<file path="config.mk">
export PLATFORM = sky130hd
export DESIGN_NAME = hdb3_rx_decoder
export DESIGN_NICKNAME = d
export VERILOG_FILES = /design/src/rtl/hdb3_dec_pkg.sv /design/src/rtl/hdb3_rail_in.sv /design/src/rtl/hdb3_pol_fsm.sv /design/src/rtl/hdb3_subst_window.sv /design/src/rtl/hdb3_rx_decoder.sv
export SDC_FILE = /design/constraint.sdc
export NUM_CORES = 1
export LEC_CHECK = 0
export ABC_AREA = 0
export BUFFER_PORTS_ARGS = -buffer_cell sky130_fd_sc_hd__buf_2
export CAP_MARGIN = 30
export CORE_ASPECT_RATIO = 1.2
export CORE_UTILIZATION = 45
export CTS_CLUSTER_SIZE = 14
export DETAILED_ROUTE_END_ITERATION = 12
export GPL_ROUTABILITY_DRIVEN = 0
export PLACE_DENSITY = 0.65
export RECOVER_POWER = 50
export SYNTH_ARGS = -nofsm -noshare
export SYNTH_HDL_FRONTEND = slang
export SYNTH_HIERARCHICAL = 1
export SYNTH_SLANG_ARGS = --single-unit
export TNS_END_PERCENT = 5
</file>
<file path="constraint.sdc">
create_clock -name clk -period 1.9 [get_ports clk]
set_input_delay 0 -clock clk [delete_from_list [all_inputs] [get_ports clk]]
set_output_delay 0 -clock clk [all_outputs]
set_load 0.02 [all_outputs]
</file>
<file path="src/rtl/hdb3_dec_pkg.sv">
package hdb3_dec_pkg;

    // Number of symbols in one substitution group; also the decode latency.
    localparam int unsigned GROUP_LEN = 4;

    typedef enum logic [1:0] {
        LN_START = 2'd0,
        LN_POS   = 2'd1,
        LN_NEG   = 2'd2
    } line_pol_e;

    typedef enum logic [1:0] {
        VM_NONE = 2'd0,
        VM_POS  = 2'd1,
        VM_NEG  = 2'd2
    } viol_mem_e;

    // One sampled line symbol.
    typedef struct packed {
        logic mark;   // at least one rail high
        logic both;   // both rails high
        logic pos;    // positive rail high
    } rail_sym_t;

endpackage

</file>
<file path="src/rtl/hdb3_rail_in.sv">
module hdb3_rail_in
    import hdb3_dec_pkg::*;
(
    input  logic      clk,
    input  logic      rst_n,
    input  logic      loop_en,
    input  logic      ext_pos,
    input  logic      ext_neg,
    input  logic      lb_pos,
    input  logic      lb_neg,
    output logic      rclk_ind,
    output rail_sym_t sym_q
);

    logic p_sel;
    logic n_sel;

    // Source select for loop test.
    assign p_sel    = loop_en ? lb_pos : ext_pos;
    assign n_sel    = loop_en ? lb_neg : ext_neg;
    assign rclk_ind = p_sel | n_sel;

    always_ff @(posedge clk or negedge rst_n) begin
        if (!rst_n) begin
            sym_q <= '0;
        end else begin
            sym_q.mark <= p_sel | n_sel;
            sym_q.both <= p_sel & n_sel;
            sym_q.pos  <= p_sel;
        end
    end

endmodule

</file>
<file path="src/rtl/hdb3_pol_fsm.sv">
module hdb3_pol_fsm
    import hdb3_dec_pkg::*;
(
    input  logic      clk,
    input  logic      rst_n,
    input  logic      hdb3_mode,
    input  rail_sym_t sym,
    input  logic      window_ok,
    output logic      subst,
    output logic      err_bit
);

    line_pol_e line_q, line_d;
    viol_mem_e vmem_q, vmem_d;

    logic single;
    logic is_viol;
    logic rep_viol;

    assign single = sym.mark & ~sym.both;

    // State registers.
    always_ff @(posedge clk or negedge rst_n) begin
        if (!rst_n) begin
            line_q <= LN_START;
            vmem_q <= VM_NONE;
        end else begin
            line_q <= line_d;
            vmem_q <= vmem_d;
        end
    end

    // Next state and classification outputs.
    always_comb begin
        is_viol  = 1'b0;
        rep_viol = 1'b0;
        unique case (line_q)
            LN_START: is_viol = 1'b0;
            LN_POS:   is_viol = single &  sym.pos;
            LN_NEG:   is_viol = single & ~sym.pos;
            default:  is_viol = 1'b0;
        endcase

        unique case (vmem_q)
            VM_NONE: rep_viol = 1'b0;
            VM_POS:  rep_viol = is_viol &  sym.pos;
            VM_NEG:  rep_viol = is_viol & ~sym.pos;
            default: rep_viol = 1'b0;
        endcase

        line_d = line_q;
        if (single) begin
            line_d = sym.pos ? LN_POS : LN_NEG;
        end

        vmem_d = vmem_q;
        if (is_viol) begin
            vmem_d = sym.pos ? VM_POS : VM_NEG;
        end

        subst   = hdb3_mode & is_viol & window_ok;
        err_bit = sym.both | (hdb3_mode ? rep_viol : is_viol);
    end

endmodule

</file>
<file path="src/rtl/hdb3_subst_window.sv">
module hdb3_subst_window #(
    parameter int unsigned GLEN = 4
) (
    input  logic clk,
    input  logic rst_n,
    input  logic mark,
    input  logic subst,
    input  logic err_bit,
    output logic window_ok,
    output logic nrz_out,
    output logic err_out
);

    localparam int unsigned ZLEN = GLEN - 2;  // spaces needed before the violation

    logic [GLEN:1] hist_q;   // raw marks, [1] newest
    logic [GLEN:1] data_q;   // decoded data, [GLEN] on the output
    logic [GLEN:1] flag_q;   // error flags aligned with data_q

    // Oldest history bit must be a mark, the ZLEN newest must be spaces.
    assign window_ok = hist_q[GLEN] & ~(|hist_q[ZLEN:1]);

    always_ff @(posedge clk or negedge rst_n) begin
        if (!rst_n) begin
            hist_q <= '0;
            data_q <= '0;
            flag_q <= '0;
        end else begin
            hist_q <= {hist_q[GLEN-1:1], mark};
            flag_q <= {flag_q[GLEN-1:1], err_bit};
            if (subst) begin
                data_q <= '0;
            end else begin
                data_q <= {data_q[GLEN-1:1], mark};
            end
        end
    end

    assign nrz_out = data_q[GLEN];
    assign err_out = flag_q[GLEN];

endmodule

</file>
<file path="src/rtl/hdb3_rx_decoder.sv">
module hdb3_rx_decoder #(
    parameter int unsigned GLEN = hdb3_dec_pkg::GROUP_LEN
) (
    input  logic clk,
    input  logic rst_n,
    input  logic hdb3_mode,
    input  logic loop_en,
    input  logic pos_rail,
    input  logic neg_rail,
    input  logic loop_pos,
    input  logic loop_neg,
    output logic nrz_out,
    output logic err_out,
    output logic rclk_ind
);

    hdb3_dec_pkg::rail_sym_t sym;
    logic window_ok;
    logic subst;
    logic err_bit;

    hdb3_rail_in u_rail (
        .clk      (clk),
        .rst_n    (rst_n),
        .loop_en  (loop_en),
        .ext_pos  (pos_rail),
        .ext_neg  (neg_rail),
        .lb_pos   (loop_pos),
        .lb_neg   (loop_neg),
        .rclk_ind (rclk_ind),
        .sym_q    (sym)
    );

    hdb3_pol_fsm u_fsm (
        .clk       (clk),
        .rst_n     (rst_n),
        .hdb3_mode (hdb3_mode),
        .sym       (sym),
        .window_ok (window_ok),
        .subst     (subst),
        .err_bit   (err_bit)
    );

    hdb3_subst_window #(.GLEN(GLEN)) u_win (
        .clk       (clk),
        .rst_n     (rst_n),
        .mark      (sym.mark),
        .subst     (subst),
        .err_bit   (err_bit),
        .window_ok (window_ok),
        .nrz_out   (nrz_out),
        .err_out   (err_out)
    );

endmodule

</file>
## Yosys cells after proc, flatten, opt, wreduce, memory -nomap -nowiden

Index checks and enable logic that the tools add are counted.

| word-level totals | value |
|---|---|
| memories | 0 |
| bits of input ports | 8 |
| bits in registers | 19 |
| RAM bits | 0 |
| output and inout bits | 3 |
| ROM bits | 0 |
| bits in latches | 0 |

| cells by class | value |
|---|---|
| equal/unequal tests | 4 |
| shifts and indexed selects | 0 |
| bitwise gates (word level) | 14 |
| reduce and logical (&&, ||, !) cells | 1 |
| order comparisons | 0 |
| $mul | 0 |
| add/subtract/negate cells | 0 |
| multiplexer cells | 7 |
| div/mod/pow operators | 0 |

Operators by type and width:

| kind | count |
|---|---|
| 1-bit bitwise AND | 9 |
| 2-bit by 1-bit == test with 1-bit output, second input constant | 2 |
| 2-bit == test, second input constant | 2 |
| 4-bit 2-to-1 mux | 1 |
| 1-bit one-hot mux with 2 select lines | 2 |
| 1-bit 2-to-1 mux | 3 |
| 1-bit NOT | 3 |
| 2-bit 2-to-1 mux | 1 |
| 1-bit OR | 2 |
| 2-bit OR reduction | 1 |

## Depth between registers and ports, before layout

| logic depth | value |
|---|---|
| depth in word-level cells | 8 |
| gate-level depth with buffers | 6 |
| gate-level depth less buffers | 6 |

## Cells and area by module

The synthesis kept the hierarchy.

By module, submodules not included:

| module | cells an instance | instances | area an instance (sq um) | sequential area each (sq um) |
|---|---|---|---|---|
| hdb3_subst_window | 17 | 1 | 337.8 | 300.3 |
| hdb3_pol_fsm | 27 | 1 | 257.7 | 100.1 |
| hdb3_rail_in | 10 | 1 | 117.6 | 75.1 |

## Worst setup path after synthesis

Ideal clock, no wire load.

| timing | value |
|---|---|
| path kind | register to register |
| start | register u_fsm.line_q[1] |
| end | register u_win/data_q[1] in the netlist's numbering |
| path slack | 0.388 ns |
| clock period less this slack | 1.512 ns |
| buffers on the path | 0 |
| arrival | 1.391 ns |
| data required time | 1.780 ns |
| cell stages (with the launch flop) | 6 |
| cell sequence | dfrtp_1 > ha_1 > or3b_4 > nor2_1 > and3_1 > nor2b_1 |

| on the way | value |
|---|---|
| word-level cells in the longest chain between the ends | 5 |
| elaborated cells on any way between the ends | 6 |
| those cells by class | eq/ne (2); mux (2); bitwise (2) |

Ends and longest elaborated chain:

| item | line | RTL |
|---|---|---|
| start: declaration | hdb3_pol_fsm.sv:13 | `line_pol_e line_q, line_d;` |
| start signal: assignment | hdb3_pol_fsm.sv:28 | `line_q <= line_d;` |
| 2-bit == test or 2-bit by 1-bit == test with 1-bit output (tied branches) | hdb3_pol_fsm.sv:37 | `unique case (line_q)` |
| 1-bit one-hot mux with 2 select lines (*) | hdb3_pol_fsm.sv:37 |  |
| 1-bit bitwise AND (*) (2 in series) | hdb3_pol_fsm.sv:61 | `subst = hdb3_mode & is_viol & window_ok;` |
| via subst | hdb3_rx_decoder.sv:19 | `logic subst;` |
| 4-bit 2-to-1 mux (*) | hdb3_subst_window.sv:31 | `if (subst) begin` |
| end signal: assignment | hdb3_subst_window.sv:34 | `data_q <= {data_q[GLEN-1:1], mark};` |
| end: declaration | hdb3_subst_window.sv:17 | `logic [GLEN:1] data_q;` |

The timed path passes the listed nets; every way through them passes the cells marked *.
A chain may end at the register's enable or synchronous reset.

## Final worst setup path

| timing | value |
|---|---|
| start | register u_fsm.line_q[1] |
| end | register u_win/data_q[2] in the netlist's numbering |

Same word-level chain as after synthesis.

==> results.sh <==
export IMPL_max_stage_delay_ns=0.39
export IMPL_synth_simple_area_share_pct=14.0
export IMPL_fin_skew_ns=0.00204
export IMPL_r2r_setup_slack_ns=0.27
export IMPL_avgSynthCellArea_um2=13.2
export IMPL_hold_viol=0
export IMPL_port_buffers=10
export IMPL_drc_errors=0
export IMPL_syn_to_final_growth_pct=20.0
export IMPL_antenna_found_initial=0
export IMPL_die_area_um2=1750
export IMPL_synth_xor_area_share_pct=2.46
export IMPL_holdWs_ns=0.0239
export IMPL_first_pass_iters=4
export IMPL_synth_async_reset_ratio_pct=100
export IMPL_setup_viol=0
export IMPL_final_cell_area_um2=856
export IMPL_cts_tree="built"
export IMPL_cp_start_kind="register"
export IMPL_synthTopCellsByCount="dfrtp_1 (19), o21ai_0 (5), nor2b_1 (4)"
export IMPL_grt_pass1_vias=421
export IMPL_tightest_slew_ns=0.942
export IMPL_cp_top_family="simple AND/OR/NAND/NOR gates"
export IMPL_syn_inst=54
export IMPL_synth_area_leaders="dfrtp_1 (67%), ha_1 (3.5%), nor2b_1 (3.5%), o21ai_0 (3.5%), xnor2_1 (2.5%)"
export IMPL_clock_path_buffers=2
export IMPL_nNetsFinal=83
export IMPL_cts_htree_levels=1
export IMPL_path_buf_inv=0
export IMPL_antenna_cells=0
export IMPL_dpl_cell_area_um2=779
export IMPL_synth_fp_nets=64
export IMPL_status="finished clean"
export IMPL_synth_compound_area_share_pct=9.47
export IMPL_root_buffer="clkbuf_4"
export IMPL_clock_sinks=19
export IMPL_cellLeakagePower_nw=0.391
export IMPL_path_cells="ha_1 -> or3b_4 -> nor2_1 -> and3_1 -> nor2b_1"
export IMPL_dp_cells=80
export IMPL_r2r_end="u_win/data_q[2]$_DFF_PN0_"
export IMPL_synth_mux_area_share_pct=2.11
export IMPL_avgViaCountPerCell=4.94
export IMPL_core_area_um2=1460
export IMPL_synth_top_family_by_area="simple AND/OR/NAND/NOR gates"
export IMPL_slowest_stage="dfrtp_1"
export IMPL_max_freq_mhz=613
export IMPL_slew_headroom_pct=37.2
export IMPL_first_iter_violations=2
export IMPL_hold_path_class="in -> reg"
export IMPL_std_cell_rows=15
export IMPL_drv_cap=0
export IMPL_grt_overflow_total=0
export IMPL_post_drt_wl_per_cell_um=11.4
export IMPL_final_period_utilization_pct=85.9
export IMPL_end_kind="register"
export IMPL_arrival_ns=1.81
export IMPL_required_ns=2.08
export IMPL_insertion_delay_ns=0.29
export IMPL_whs_path_depth=3
export IMPL_yosys_most_used_dff="dfrtp_1"
export IMPL_die_h_um=45.6
export IMPL_total_power_w=0.000819
export IMPL_initial_utilization_pct=48.7
export IMPL_synth_distinct_cells=22
export IMPL_reg2reg_depth=5
export IMPL_multiInputGateArea_um2=225
export IMPL_postRouteAntennaNets=0
export IMPL_drive_gt1_share_pct=25.0
export IMPL_fill_cells=122
export IMPL_hpwl_um=724
export IMPL_power_density_nw_per_um2=957
export IMPL_cts_resized=0
export IMPL_die_w_um=38.3
export IMPL_io_pins=11
export IMPL_worstHoldStart="loop_neg"
export IMPL_netlist_area_leader_share_pct=66.7
export IMPL_fin_setup_tns_ns=0
export IMPL_yosys_area_top_type="dfrtp_1"
export IMPL_cts_buffers=3
export IMPL_r2r_start="u_fsm/line_q[1]$_DFFE_PN0N_"
export IMPL_path_clk_slew_ns=0.10
export IMPL_synth_most_common_cell="dfrtp_1"
export IMPL_wl_um=1020
export IMPL_ys_seq_area_share_pct=66.7
export IMPL_grt_use_total_pct=15.6
export IMPL_ys_ff_latch=19
export IMPL_regArea_um2=475
export IMPL_grt_pass1_wl_um=1700
export IMPL_maxSlewViolCount=0
export IMPL_ir_drop_uv=486
export IMPL_min_period_ns=1.63
export IMPL_grt_max_degree=20
export IMPL_crit_path_max_fanout=4
export IMPL_min_delay_worst_endpoint="u_rail/sym_q[2]$_DFF_PN0_"
export IMPL_vias=440
export IMPL_synthAdderAreaFrac_pct=3.51
export IMPL_post_cts_buffers=0
export IMPL_grt_setup_unrepaired="no"
export IMPL_synth_edff_count=0
export IMPL_crit_type="reg -> reg"
export IMPL_final_cells=89
export IMPL_yosys_warnings=6
export IMPL_netlist_area_um2=713
layout make-up:
type | instances | share of cell area (%)
repair buffers | 15 | 11.5
flip-flops and latches | 19 | 55.6
clock buffers | 3 | 2.63
multi-input cells | 32 | 26.3
well taps | 17 | 2.49
clock inverters | 1 | 0.585
inverters | 2 | 0.877
report_power, final:
| group | switching [W] | internal (W) | total, W | leakage, nW |
|---|---|---|---|---|
| sequential | 0.0000288 | 0.000455 | 0.000484 | 0.210 |
| clock | 0.000114 | 0.0000782 | 0.000193 | 0.0177 |
| combinational | 0.0000665 | 0.0000762 | 0.000143 | 0.163 |
repair_timing:
action,in CTS,in global routing
setup endpoints to repair,0,0
endpoints found under the hold margin,22,0
hold buffers,5,0
cell families (layout without fill, tap and decap cells):
| family | Yosys count | in the layout |
|---|---|---|
| flops | 19 | 19 |
| xor+xnor | 2 | 2 |
| fa+ha+maj | 2 | 2 |
| compound gates | 11 | 11 |
| mux | 1 | 1 |
| buf+inv | 3 | 21 |
| simple gates | 16 | 16 |
worst max path at each step:
stage,slack (ns),cells past startpoint,end,from
2_1_floorplan,0.39,5,u_win/data_q[1]$_DFF_PN0_,u_fsm/line_q[1]$_DFFE_PN0N_
3_3_place_gp,0.31,5,u_win/data_q[2]$_DFF_PN0_,u_fsm/line_q[1]$_DFFE_PN0N_
3_5_place_dp,0.28,5,u_win/data_q[4]$_DFF_PN0_,u_fsm/line_q[1]$_DFFE_PN0N_
4_1_cts,0.27,5,u_win/data_q[2]$_DFF_PN0_,u_fsm/line_q[1]$_DFFE_PN0N_
5_1_grt,0.14,6,u_win/data_q[4]$_DFF_PN0_,u_fsm/line_q[0]$_DFFE_PN0N_
6_report,0.27,5,u_win/data_q[2]$_DFF_PN0_,u_fsm/line_q[1]$_DFFE_PN0N_
routing by layer:
metal / share of wire (%) / global-route usage, % / wire (µm)
met3: 4.0 / 2.94 / 41
met2: 51 / 23.7 / 518
met4: 1.9 / 16.6 / 19
met5: 0 / 0 / 0
met1: 43 / 17.2 / 440
cell usage in the layout, fill, tap and decap left out, types with 2 or more instances in the layout:
master	Yosys	layout
dfrtp_1	19	19
buf_2	1	9
dlygate4sd3_1	0	5
o21ai_0	5	5
nor2b_1	4	4
clkbuf_4	0	3
nand2_1	3	3
inv_1	2	2
xnor2_1	2	2
nor2_1	2	2
a21oi_1	2	2
ha_1	2	2
flip-flops by register name (all words and copies together), names as in the netlist:
register / count
u_fsm/line_q: 2
u_fsm/vmem_q: 2
u_rail/sym_q: 3
u_win/data_q: 4
u_win/flag_q: 4
u_win/hist_q: 4
worst reg2reg max path, delay by kind of cell (launching register included):
| family | cells | cell delay, ns |
|---|---|---|
| fa+ha+maj | 1 | 0.29 |
| simple gates | 4 | 0.86 |
| flops | 1 | 0.39 |
stage by stage:
stage / util (%) / setup WS [ns]
floorplan: - / 0.388
global route: 58.5 / 0.141
finish: 58.5 / 0.268
detailed placement: 53.2 / 0.283
global placement: 53.2 / 0.315
CTS: 58.5 / 0.267
Note: power is estimated with default switching activity, not from simulation.
